File: src/rtl/fpc_pkg.sv
package fpc_pkg;
   typedef enum logic [1:0] {
      FPC_IDLE = 2'd0,
      FPC_PROG = 2'd1,
      FPC_PGER = 2'd2,
      FPC_MASS = 2'd3
   } fpc_state_e;
endpackage

File: src/rtl/fpc_tick_timer.sv
module fpc_tick_timer #(
   parameter int PRESC_W = 8,
   parameter int CNT_W   = 8
) (
   input  logic               clk,
   input  logic               rst_n,
   input  logic               restart,
   input  logic               run,
   input  logic [PRESC_W-1:0] presc,
   input  logic [CNT_W-1:0]   limit,
   output logic               done
);
   logic [PRESC_W-1:0] div_q;
   logic [PRESC_W-1:0] pcnt_q;
   logic [CNT_W-1:0]   tcnt_q;
   logic               tick;

   assign tick = (pcnt_q == div_q);
   assign done = run & tick & (tcnt_q == (limit - CNT_W'(1)));

   always_ff @(posedge clk or negedge rst_n) begin
      if (!rst_n) begin
         div_q  <= '0;
         pcnt_q <= '0;
         tcnt_q <= '0;
      end else if (restart) begin
         div_q  <= presc;
         pcnt_q <= '0;
         tcnt_q <= '0;
      end else if (run) begin
         if (tick) begin
            pcnt_q <= '0;
            tcnt_q <= done ? '0 : tcnt_q + 1'b1;
         end else begin
            pcnt_q <= pcnt_q + 1'b1;
         end
      end
   end
endmodule

File: src/rtl/fpc_key_guard.sv
module fpc_key_guard #(
   parameter int          DATA_W  = 16,
   parameter logic [15:0] KEY_VAL = 16'h5AC3
) (
   input  logic              clk,
   input  logic              rst_n,
   input  logic              key_wr,
   input  logic [DATA_W-1:0] key_data,
   input  logic              busy,
   input  logic              data_wr,
   output logic              armed
);
   always_ff @(posedge clk or negedge rst_n) begin
      if (!rst_n)
         armed <= 1'b0;
      else if (key_wr && !busy)
         armed <= (key_data == DATA_W'(KEY_VAL));
      else if (data_wr)
         armed <= 1'b0;
   end
endmodule

File: src/rtl/fpc_word_hold.sv
module fpc_word_hold #(
   parameter int DATA_W = 16
) (
   input  logic              clk,
   input  logic              rst_n,
   input  logic              push,
   input  logic              pop,
   input  logic [DATA_W-1:0] din,
   output logic              full,
   output logic [DATA_W-1:0] dout
);
   always_ff @(posedge clk or negedge rst_n) begin
      if (!rst_n) begin
         full <= 1'b0;
         dout <= '0;
      end else if (push) begin
         full <= 1'b1;
         dout <= din;
      end else if (pop) begin
         full <= 1'b0;
      end
   end
endmodule

File: src/rtl/flash_prog_ctrl.sv
module flash_prog_ctrl
   import fpc_pkg::*;
#(
   parameter int          DATA_W        = 16,
   parameter int          BE_W          = DATA_W / 8,
   parameter int          PAGES         = 256,
   parameter int          PAGE_WORDS    = 64,
   parameter int          ROWS_PER_PAGE = 2,
   parameter int          ADDR_W        = $clog2(PAGES * PAGE_WORDS),
   parameter int          PRESC_W       = 8,
   parameter logic [15:0] KEY_VAL       = 16'h5AC3,
   parameter int          T_PROG        = 8,
   parameter int          T_PAGE        = 4000,
   parameter int          T_MASS        = 40000
) (
   input  logic               clk,
   input  logic               rst_n,
   input  logic [PRESC_W-1:0] presc,
   input  logic               ctl_erase,
   input  logic               ctl_mass,
   input  logic               key_wr,
   input  logic [DATA_W-1:0]  key_data,
   input  logic               wr_en,
   input  logic [BE_W-1:0]    wr_be,
   input  logic [ADDR_W-1:0]  wr_addr,
   input  logic [DATA_W-1:0]  wr_data,
   output logic               busy,
   output logic               buf_full,
   output logic               fl_hv,
   output logic               fl_row_start,
   output logic               fl_we,
   output logic               fl_erase_page,
   output logic               fl_erase_all,
   output logic [ADDR_W-1:0]  fl_addr,
   output logic [DATA_W-1:0]  fl_wdata
);
   localparam int ROW_WORDS = PAGE_WORDS / ROWS_PER_PAGE;
   localparam int ROW_BITS  = $clog2(ROW_WORDS);
   localparam int PAGE_BITS = $clog2(PAGE_WORDS);
   localparam int T_MAX_A   = (T_PAGE > T_PROG) ? T_PAGE : T_PROG;
   localparam int T_MAX     = (T_MASS > T_MAX_A) ? T_MASS : T_MAX_A;
   localparam int CNT_W     = $clog2(T_MAX + 1);

   // elaboration-time parameter checks
   if (ADDR_W != $clog2(PAGES * PAGE_WORDS))
      $error("ADDR_W must match the array size");
   if ((1 << PAGE_BITS) != PAGE_WORDS)
      $error("PAGE_WORDS must be a power of two");
   if ((ROW_WORDS * ROWS_PER_PAGE != PAGE_WORDS) || ((1 << ROW_BITS) != ROW_WORDS))
      $error("rows must split a page into equal power-of-two parts");
   if (BE_W * 8 != DATA_W)
      $error("DATA_W must be a whole number of bytes");
   if ((T_PROG < 1) || (T_PAGE < 1) || (T_MASS < 1))
      $error("tick counts must be at least one");

   fpc_state_e         st_q;
   logic [ADDR_W-1:0]  cur_addr;
   logic [DATA_W-1:0]  cur_data;
   logic               key_armed;
   logic               idle;
   logic               trig;
   logic               full_word;
   logic               start_mass;
   logic               start_pg;
   logic               start_prog;
   logic               accept;
   logic               tmr_done;
   logic               have_next;
   logic               row_end;
   logic               restart;
   logic [CNT_W-1:0]   limit;
   logic [DATA_W-1:0]  hold_data;
   logic [DATA_W-1:0]  next_data;
   logic [ADDR_W-1:0]  page_base;

   assign idle       = (st_q == FPC_IDLE);
   assign busy       = !idle;
   assign fl_hv      = busy;
   assign full_word  = &wr_be;
   assign trig       = idle & wr_en & key_armed;
   assign start_mass = trig & ctl_mass;
   assign start_pg   = trig & !ctl_mass & ctl_erase;
   assign start_prog = trig & !ctl_mass & !ctl_erase & full_word;
   assign accept     = (st_q == FPC_PROG) & wr_en & full_word & !buf_full;
   assign have_next  = buf_full | accept;
   assign next_data  = buf_full ? hold_data : wr_data;
   assign restart    = start_mass | start_pg | start_prog |
                       ((st_q == FPC_PROG) & tmr_done & have_next);
   assign page_base  = {wr_addr[ADDR_W-1:PAGE_BITS], {PAGE_BITS{1'b0}}};

   // row boundary detection: single-word rows always end a row
   if (ROW_BITS == 0) begin : g_row_one
      assign row_end = 1'b1;
   end else begin : g_row_many
      assign row_end = &cur_addr[ROW_BITS-1:0];
   end

   always_comb begin
      unique case (st_q)
         FPC_PGER: limit = CNT_W'(T_PAGE);
         FPC_MASS: limit = CNT_W'(T_MASS);
         default:  limit = CNT_W'(T_PROG);
      endcase
   end

   fpc_key_guard #(.DATA_W(DATA_W), .KEY_VAL(KEY_VAL)) u_key (
      .clk(clk), .rst_n(rst_n), .key_wr(key_wr), .key_data(key_data),
      .busy(busy), .data_wr(wr_en), .armed(key_armed)
   );

   fpc_tick_timer #(.PRESC_W(PRESC_W), .CNT_W(CNT_W)) u_tmr (
      .clk(clk), .rst_n(rst_n), .restart(restart), .run(busy),
      .presc(presc), .limit(limit), .done(tmr_done)
   );

   fpc_word_hold #(.DATA_W(DATA_W)) u_hold (
      .clk(clk), .rst_n(rst_n),
      .push(accept & !tmr_done),
      .pop((st_q == FPC_PROG) & tmr_done & buf_full),
      .din(wr_data), .full(buf_full), .dout(hold_data)
   );

   always_ff @(posedge clk or negedge rst_n) begin
      if (!rst_n) begin
         st_q          <= FPC_IDLE;
         cur_addr      <= '0;
         cur_data      <= '0;
         fl_we         <= 1'b0;
         fl_erase_page <= 1'b0;
         fl_erase_all  <= 1'b0;
         fl_row_start  <= 1'b0;
         fl_addr       <= '0;
         fl_wdata      <= '0;
      end else begin
         fl_we         <= 1'b0;
         fl_erase_page <= 1'b0;
         fl_erase_all  <= 1'b0;
         fl_row_start  <= 1'b0;
         unique case (st_q)
            FPC_IDLE: begin
               if (start_mass) begin
                  st_q <= FPC_MASS;
               end else if (start_pg) begin
                  st_q     <= FPC_PGER;
                  cur_addr <= page_base;
               end else if (start_prog) begin
                  st_q         <= FPC_PROG;
                  cur_addr     <= wr_addr;
                  cur_data     <= wr_data;
                  fl_row_start <= 1'b1;
               end
            end
            FPC_PROG: begin
               if (tmr_done) begin
                  fl_we    <= 1'b1;
                  fl_addr  <= cur_addr;
                  fl_wdata <= cur_data;
                  if (have_next) begin
                     cur_addr     <= cur_addr + 1'b1;
                     cur_data     <= next_data;
                     fl_row_start <= row_end;
                  end else begin
                     st_q <= FPC_IDLE;
                  end
               end
            end
            FPC_PGER: begin
               if (tmr_done) begin
                  fl_erase_page <= 1'b1;
                  fl_addr       <= cur_addr;
                  st_q          <= FPC_IDLE;
               end
            end
            FPC_MASS: begin
               if (tmr_done) begin
                  fl_erase_all <= 1'b1;
                  fl_addr      <= '0;
                  st_q         <= FPC_IDLE;
               end
            end
         endcase
      end
   end
endmodule

File: config.mk
export PLATFORM = sky130hd
export DESIGN_NAME = flash_prog_ctrl
export DESIGN_NICKNAME = d
export VERILOG_FILES = /design/src/rtl/fpc_pkg.sv /design/src/rtl/fpc_tick_timer.sv /design/src/rtl/fpc_key_guard.sv /design/src/rtl/fpc_word_hold.sv /design/src/rtl/flash_prog_ctrl.sv
export SDC_FILE = /design/constraint.sdc
export NUM_CORES = 1
export LEC_CHECK = 0
export BUFFER_PORTS_ARGS = -buffer_cell sky130_fd_sc_hd__buf_2
export CAP_MARGIN = 10
export CORE_MARGIN = 5
export CORE_UTILIZATION = 55
export DETAILED_ROUTE_END_ITERATION = 16
export GPL_TIMING_DRIVEN = 0
export PLACE_DENSITY = 0.73
export SLEW_MARGIN = 0
export SYNTH_ARGS = -nofsm -noshare
export SYNTH_HDL_FRONTEND = slang
export SYNTH_HIERARCHICAL = 1
export SYNTH_SLANG_ARGS = --single-unit
export TNS_END_PERCENT = 20
File: constraint.sdc
create_clock -name clk -period 7.88 [get_ports clk]
set_clock_uncertainty 0.1 [all_clocks]
set_input_delay 1.576 -clock clk [delete_from_list [all_inputs] [get_ports clk]]
set_output_delay 1.576 -clock clk [all_outputs]
set_load 0.05 [all_outputs]
Yosys cells after proc, flatten, opt, wreduce, memory -nomap -nowiden
Index checks and enable logic that the tools add are counted.
- bits in registers: 116
- input bits: 62
- output and inout port bits: 37
- logic and storage cells: 124
- add/subtract/negate cells: 4
- equality and inequality tests: 18
- mux-type cells: 45
- bitwise logic cells: 20
- reductions and logical operators: 22
- operators with widths (kind ; count):
    2-to-1 mux 16 bit ; 10
    2-to-1 mux 14 bit ; 7
    case mux 16 bit (2 select lines) ; 2
    case mux 14 bit (2 select lines) ; 2
    2-to-1 mux 8 bit ; 3
    adder 16 x 1 -> 16 bit, second input constant ; 1
    bitwise AND 1 bit ; 16
    equality test 16 x 15 -> 1 bit, second input constant ; 1
    equality test 16 bit ; 1
    subtractor 16 x 1 -> 16 bit, second input constant ; 1
    adder 14 x 1 -> 14 bit, second input constant ; 1
    2-to-1 mux 1 bit ; 13
    2-to-1 mux 2 bit ; 6
    inequality test 2 bit, second input constant ; 6
    AND reduction 5 bit ; 2
    nonzero test 2 bit ; 5
    adder 8 x 1 -> 8 bit, second input constant ; 1
    equality test 8 bit ; 1
    inequality test 2 x 1 -> 1 bit, second input constant ; 4
    case mux 2 bit (3 select lines) ; 1
    AND reduction 2 bit ; 3
    AND reduction 6 bit ; 1
    logical NOT 1 bit ; 5
    equality test 2 bit, second input constant ; 2
    10 further kinds ; 14

Longest topological paths before layout
Gate-level depths: netlist (run 1).
- depth in word-level cells: 10
- gate-level depth with buffers: 22
- gate-level depth less buffers: 20

Cells and area by module
The synthesis (run 1) kept the hierarchy.
- modules (own cells, without submodules) (module ; instances ; cells an instance ; area each (µm²) ; seq. area each (µm²)):
    flash_prog_ctrl ; 1 ; 312 ; 3469.6 ; 1651.6
    fpc_tick_timer ; 1 ; 249 ; 2283.4 ; 800.8
    fpc_word_hold ; 1 ; 37 ; 683.2 ; 425.4
    fpc_key_guard ; 1 ; 9 ; 96.3 ; 25.0

Least setup slack after synthesis (run 1)
Ideal clock, no wire load.
- kind: register to register
- from: reg st_q[0]
- to: reg u_tmr.pcnt_q[7]
- setup time: 0.120 ns
- arrival: 4.553 ns
- required time: 7.660 ns
- path slack: 3.107 ns
- cell stages (with the launch flop): 23
- path buffers: 2
- clock period less this slack: 4.773 ns
- cell sequence: dfrtp_1 inv_1 ha_1 nor2_1 inv_1 nor4_1 xnor2_1 a41oi_2 nor4_1 and3_1 nor4b_1 buf_2 nand2_2 inv_1 o21ai_0 nand2_1 clkbuf_1 inv_1 a21oi_1 and3_1 nand4_1 xor2_1 nor2_1
- word-level cells in the longest chain between the ends: 9
- elaborated cells between the ends (all ways): 28
- those cells by class: add/sub: 1; eq/ne: 5; mux: 2; bitwise: 18; reduce/logical: 2
- RTL lines (what ; line ; RTL):
    start: declaration ; flash_prog_ctrl.sv:56 ; fpc_state_e st_q;
    start signal: assignment ; flash_prog_ctrl.sv:125 ; st_q <= FPC_IDLE;
    start signal: assignment ; flash_prog_ctrl.sv:142 ; st_q <= FPC_MASS;
    start signal: assignment ; flash_prog_ctrl.sv:144 ; st_q <= FPC_PGER;
    equality test 2 bit ; flash_prog_ctrl.sv:99 ; unique case (st_q)
    case mux 16 bit (2 select lines) * ; flash_prog_ctrl.sv:99 ;
    named net limit[5] ; flash_prog_ctrl.sv:71 ; logic [CNT_W-1:0] limit;
    subtractor 16 x 1 -> 16 bit * ; fpc_tick_timer.sv:19 ; assign done = run & tick & (tcnt_q == (limit - CNT_W'(1)));
    equality test 16 bit * ; fpc_tick_timer.sv:19 ;
    bitwise AND 1 bit * ; fpc_tick_timer.sv:19 ;
    named net tmr_done ; flash_prog_ctrl.sv:67 ; logic tmr_done;
    bitwise AND 1 bit * (2 in a row) ; flash_prog_ctrl.sv:88 ; ((st_q == FPC_PROG) & tmr_done & have_next);
    OR 1 bit * ; flash_prog_ctrl.sv:87 ; assign restart = start_mass | start_pg | start_prog |
    named net restart ; flash_prog_ctrl.sv:70 ; logic restart;
    inequality test 2 x 1 -> 1 bit (no line) / 2-to-1 mux 8 bit (equally long branches) ; n/a ;
    end signal: assignment ; fpc_tick_timer.sv:35 ; pcnt_q <= pcnt_q + 1'b1;
    end: declaration ; fpc_tick_timer.sv:14 ; logic [PRESC_W-1:0] pcnt_q;
Mark *: on every way through the listed nets, which the timed path passes. The rest lies on a longest branch.
A chain may end at the register's enable or synchronous reset.

Worst setup path after layout (run 1)
Same ends and word-level chain as after synthesis.

==> flow_summary.json, run 1 <==
{
  "fillers": 902,
  "relSlewSlack": 0.391,
  "critPathBufInv": 6,
  "antenna_found_initial": 3,
  "grt_max_degree": 73,
  "gp_congestion": 0.926,
  "die_h_um": 119,
  "syn-cell-area_sq_mm": 0.00653,
  "ant_nets": 0,
  "netlist.area_leader.share": 0.444,
  "routedWlPerCell_um": 16.8,
  "holdBufCountCts": 0,
  "hp-class": "reg2reg",
  "drive_gt1_frac": 0.322,
  "vias_per_cell": 5.65,
  "wirelength_um": 15300,
  "synth_ff_type": "dfrtp_1",
  "avgSynthCellArea_sq_um": 10.8,
  "clk_latency_ps": 410,
  "fin_crit_ps": 6260,
  "synth.area.top_cells": "dfrtp_1 (44%), mux2_2 (9.7%), mux2_4 (4.4%), xor2_1 (3.4%), nand2_1 (2.6%)",
  "hold_violations": 0,
  "core_sq_mm": 0.0115,
  "setup_violations": 0,
  "cap_viol_max_count": 0,
  "cts_num_sinks": 116,
  "path_cells": "inv_1, ha_1, nor2_1, inv_1, nor4_1, xnor2_1, a41oi_2, nor4_1, and3_1, nor4b_1, buf_2, nand2_2, inv_1, o21ai_0, nand2_1, clkbuf_1, inv_1, a21oi_1, and3_1, nand4_1, xor2_1, nor2_1",
  "track_usage": 0.222,
  "rows": 39,
  "syn_to_final_growth_pct": 21.4,
  "start_util": 0.567,
  "crit_type": "reg2reg",
  "ioPinCount": 99,
  "synth_most_common_cell": "dfrtp_1",
  "die_x_um": 119,
  "overflow": 0,
  "cp_data_required_time_ps": 8070,
  "p_per_area_mw_per_mm2": 180,
  "path_common_cell": "inv_1",
  "cp_max_fo": 20,
  "maxSlewViolCount": 0,
  "ir_worst_vdd_mv": 0.166,
  "ys_warn_count": 6,
  "status": "finished clean",
  "synth_edf_count": 0,
  "dp_hpwl_um": 11200,
  "drt_iter0_markers": 314,
  "post_cts_buffers": 0,
  "path_delay_family": "simple AND/OR/NAND/NOR gates",
  "dp.cells": 878,
  "setup_tns_ps": 0,
  "p_leak_uw": 0.00384,
  "nNetsFinal": 826,
  "cts_tree": "built",
  "ys_top_cells_by_count": "dfrtp_1 (116), mux2_2 (56), nand2_1 (45)",
  "grt_pass1_vias": 5295,
  "dr.pass1.iters": 5,
  "endpoint_kind": "flip-flop",
  "synthArstFlopShare": 1.00,
  "synth_largest_area_cell": "dfrtp_1",
  "rsz0062_at_grt": "no",
  "period_share": 0.794,
  "num_vias": 5150,
  "yosysSeqAreaShare": 0.444,
  "worstPathArrival_ps": 6450,
  "cpPeakStageDelay_ps": 760,
  "cp_slowest_cell": "nor2_1",
  "post-route-util": 0.689,
  "multi_input_area_sq_mm": 0.00349,
  "synthCells": 607,
  "cp-start-kind": "flip-flop",
  "synth_seq_cells": 116,
  "clk_pin_slew_worst_paths_ps": 50,
  "seqCellArea_sq_mm": 0.00290,
  "yosysUniqueCellTypes": 76,
  "die-area_sq_mm": 0.0142,
  "portBuffers": 98,
  "final_cells": 911,
  "post-route-drc-count": 0,
  "cts-buffers-inserted": 17,
  "htreeDepth": 4,
  "fmax_ghz": 0.160,
  "grt_pass1_wl_um": 25600,
  "cts_resized": 0,
  "root_buffer": "clkbuf_16",
  "tightest_slew_ps": 914,
  "cts_max_path_buffers": 2
}
layout make-up:
cell class / count / share of cell area
antenna: 1 / 0.000316
buffer: 24 / 0.0205
clock buffer: 22 / 0.0585
clock inverter: 10 / 0.0164
inverter: 23 / 0.0109
multi-input combinational: 473 / 0.440
sequential: 116 / 0.366
tap: 143 / 0.0226
timing repair buffer: 99 / 0.0647
where the power goes:
group          switching, uW  internal [uW]
Clock                    260            510
Combinational           31.4           24.4
Sequential              1.76            599
logic make-up (layout without fill, tap and decap cells):
kind of cell / Yosys count / count (layout) / synth area share
AO/OA/AOI/OAI: 99 / 99 / 0.112
other: 1 / 31 / 0.000574
flip-flops: 116 / 116 / 0.444
buffers and inverters: 47 / 178 / 0.0381
AND/OR/NAND/NOR: 214 / 214 / 0.185
multiplexers: 78 / 78 / 0.145
XOR/XNOR: 42 / 42 / 0.0563
adder cells (fa/ha/maj): 10 / 10 / 0.0192
registers in the layout (all words and copies together) (netlist names), 2 cells and up:
| signal | cells |
|---|---|
| u_tmr/pcnt_q | 8 |
| u_tmr/tcnt_q | 16 |
| u_hold/dout | 16 |
| cur_data | 16 |
| fl_wdata | 16 |
| st_q | 2 |
| fl_addr | 14 |
| cur_addr | 14 |
| u_tmr/div_q | 8 |
worst register-to-register path: cells and delay by family, from the launching register on:
family / cells / cell delay, ps
AO/OA/AOI/OAI: 3 / 750
XOR/XNOR: 2 / 320
adder cells (fa/ha/maj): 1 / 450
buffers and inverters: 6 / 1450
flip-flops: 1 / 370
AND/OR/NAND/NOR: 10 / 2700
stage by stage:
step	hold slack [ps]	setup WS, ps	cell area, sq um	total power (uW)
6_report	374	1620	7930	1430
4_1_cts	382	1640	7930	1440
3_3_place_gp	359	1700	7310	662
5_1_grt	405	915	7930	1480
3_5_place_dp	370	1670	7330	666
2_1_floorplan	375	3110	6640	632
layout by cell type, fill, tap and decap left out, types with 4 or more instances in the layout:
cell and n:
a211oi_1 5, a21oi_1 18, a31oi_1 8, and3_1 11, buf_2 103, buf_4 5
clkbuf_1 11, clkbuf_16 17, clkinv_2 5, conb_1 30, dfrtp_1 116, ha_1 10
inv_1 22, mux2_2 56, mux2_4 19, nand2_1 45, nand2b_1 12, nand3_1 16
nand3b_1 4, nand4_1 18, nor2_1 35, nor2b_1 6, nor3_1 19, nor4_1 11
nor4_2 4, o21ai_0 19, o31ai_1 10, o32ai_1 6, or3_1 4, xnor2_1 17
xor2_1 25
per-layer routing:
metal | share of wire | vias up | track usage
met4 | 0.015 | 4 | 0.0804
li1 | - | 2488 | -
met5 | 0.0015 | - | 0
met2 | 0.47 | 148 | 0.353
met3 | 0.063 | 22 | 0.0635
met1 | 0.45 | 2488 | 0.290
worst paths after layout:
check / slack (ps) / endpoint / cells past startpoint / from
worst min-delay path: 370 / fl_addr[1] / 2 / fl_addr[1]
min in group asynchronous: 1180 / u_tmr/div_q[0] / 1 / rst_n
worst max-delay path: 1620 / u_tmr/pcnt_q[7] / 22 / st_q[0]
max in group asynchronous: 5720 / fl_addr[3] / 2 / rst_n
worst max register to register: 1620 / u_tmr/pcnt_q[7] / 22 / st_q[0]
worst min register to register: 370 / fl_addr[1] / 2 / fl_addr[1]
No activity file was read; power rests on OpenSTA's default activity.
==> run 2, diff against run 1 <==
- CORE_UTILIZATION: 55 -> 52
- clock period: 7.88 -> 5.1 ns (I/O delays scaled with it)
==> run 2 against run 1 <==
Compared with the run above: maximum frequency rose by 31%; first-iteration DRC count rose by 5.1%; cell count rose by 4.1%; sequential power rose by 54%; power rose by 55%; count of clock-buffer cells in the layout fell by 2; via count rose by 2.1%; hold slack got worse by 2.7 ps.
==> flow_summary.json, run 2 (synthesis results as in run 1) <==
{
  "maxSlewViolCount": 0,
  "critPathBufInv": 4,
  "cts_tree": "built",
  "fin_crit_ps": 4770,
  "setup_violations": 0,
  "ir_worst_vdd_mv": 0.247,
  "rows": 41,
  "reg2reg_from": "st_q[1]",
  "relSlewSlack": 0.567,
  "finalPower_uw": 2220,
  "post-route-drc-count": 0,
  "layout.cells.most_common": "dfrtp_1",
  "dp_hpwl_um": 11300,
  "fillers": 1006,
  "status": "finished clean",
  "r2r_end": "u_tmr/pcnt_q[7]",
  "drive_gt1_frac": 0.341,
  "grt_pass1_vias": 5310,
  "portBuffers": 98,
  "die_x_um": 122,
  "cpPeakStageDelay_ps": 470,
  "wirelength_um": 15500,
  "dp.cells": 907,
  "rsz0062_at_grt": "no",
  "tightest_slew_ps": 650,
  "holdBufCountCts": 0,
  "nNetsFinal": 834,
  "root_buffer": "clkbuf_16",
  "most-common-layout-cells": "dfrtp_1 (116), buf_2 (102), mux2_2 (56)",
  "hp-class": "reg2reg",
  "p_per_area_mw_per_mm2": 274,
  "finalWorstSetupSlack_ps": 329,
  "place_ws_ps": -1150,
  "htreeDepth": 4,
  "fmax_ghz": 0.210,
  "rr_worst_depth": 20,
  "endpoint": "u_tmr/pcnt_q[7]",
  "path_depth": 20,
  "ioPinCount": 99,
  "antenna_found_initial": 4,
  "path_cells": "ha_2, nor2_4, buf_4, nor4_4, and2_4, a41oi_2, nor4_2, and3_1, nor4b_1, clkbuf_4, nand2_2, inv_1, o21ai_1, nand2_2, inv_1, a21oi_1, and3_1, nand4_1, xor2_1, nor2_1",
  "track_usage": 0.219,
  "setup_tns_ps": 0,
  "period_share": 0.935,
  "cp_max_fo": 18,
  "die-area_sq_mm": 0.0149,
  "gp_congestion": 0.946,
  "clk_latency_ps": 410,
  "grt_max_degree": 71,
  "p_leak_uw": 0.00389,
  "start_util": 0.524,
  "dr.pass1.iters": 5,
  "clk_pin_slew_worst_paths_ps": 60,
  "cp_slowest_cell": "ha_2",
  "cts_num_sinks": 116,
  "post-route-util": 0.649,
  "syn_to_final_growth_pct": 23.9,
  "grt_pass1_wl_um": 25900,
  "vias_per_cell": 5.55,
  "cp-startpoint": "st_q[1]",
  "cts_max_path_buffers": 2,
  "final_cells": 948,
  "overflow": 0,
  "path_delay_family": "simple AND/OR/NAND/NOR gates",
  "cp_data_required_time_ps": 5290,
  "worstPathArrival_ps": 4960,
  "cts-buffers-inserted": 17,
  "cap_viol_max_count": 0,
  "die_h_um": 122,
  "routedWlPerCell_um": 16.4,
  "endpoint_kind": "flip-flop",
  "hold_violations": 0,
  "ant_nets": 0,
  "crit_type": "reg2reg",
  "core_sq_mm": 0.0125,
  "num_vias": 5259,
  "cp-start-kind": "flip-flop",
  "reg2reg_slack_ps": 330,
  "drt_iter0_markers": 330
}
-- run 2: changes by cell type in the layout (fill, tap and decap cells not counted), moves of 2 or more --
cell / delta
nor4_1: -3
clkinv_4: +3
buf_4: +8
nor4_2: +3
clkbuf_1: -2
clkinv_2: -2
clkbuf_4: +2
ha_1: -2
-- run 2: area by class of cell --
cell class | instances | area [sq um] | share of cell area
multi-input cells | 473 | 3530 | 0.437
flip-flops and latches | 116 | 2900 | 0.359
repair buffers | 108 | 588 | 0.0727
clock buffers | 20 | 447 | 0.0552
well taps | 172 | 215 | 0.0266
plain buffers | 23 | 161 | 0.0199
clock inverters | 12 | 155 | 0.0192
inverters | 23 | 86.3 | 0.0107
diodes | 1 | 2.50 | 0.000309
-- run 2: stage by stage --
step                hold slack (ps)  cell area, sq um
CTS                             377              8020
detailed placement              364              7380
finish                          372              8090
global placement                362              7350
global route                    401              8090
floorplan                       375              6640
-- run 2: how the worst min path moves through the flow --
stage | from | to | slack, ps | cells past startpoint
after floorplan | cur_data[0] | fl_wdata[0] | 370 | 1
after global routing | fl_addr[7] | fl_addr[7] | 400 | 2
after CTS | fl_addr[6] | fl_addr[6] | 380 | 2
after detailed placement | fl_addr[6] | fl_addr[6] | 360 | 2
after global placement | fl_addr[13] | fl_addr[13] | 360 | 2
final | fl_addr[6] | fl_addr[6] | 370 | 2
-- run 2: tightest hold or removal path: cells and delay by family, from the launching register on --
| family | cells | cell delay [ps] |
|---|---|---|
| compound gates | 1 | 50 |
| flops | 1 | 330 |
| simple gates | 1 | 50 |
-- run 2: routing by layer --
metal  up-vias  share of wire  GRT usage  routed length [um]
li1       2507              -          -                   -
met1      2558           0.44      0.289                6880
met2       160           0.48      0.347                7470
met3        28          0.058     0.0552                 902
met4         6          0.017     0.0833                 258
met5         -         0.0018          0                  28
-- run 2: timing repair --
| item | in CTS | in global routing |
|---|---|---|
| buffers inserted | 2 | 7 |
| resized for setup | 7 | 4 |
| endpoints found under the setup margin | 32 | 24 |
| pin swaps | 1 | 3 |
| hold endpoints to repair | 0 | 0 |
-- run 2: power breakdown --
part / switching [uW] / internal, uW
registers: 2.81 / 925
logic: 49.2 / 39.8
clock network: 418 / 781
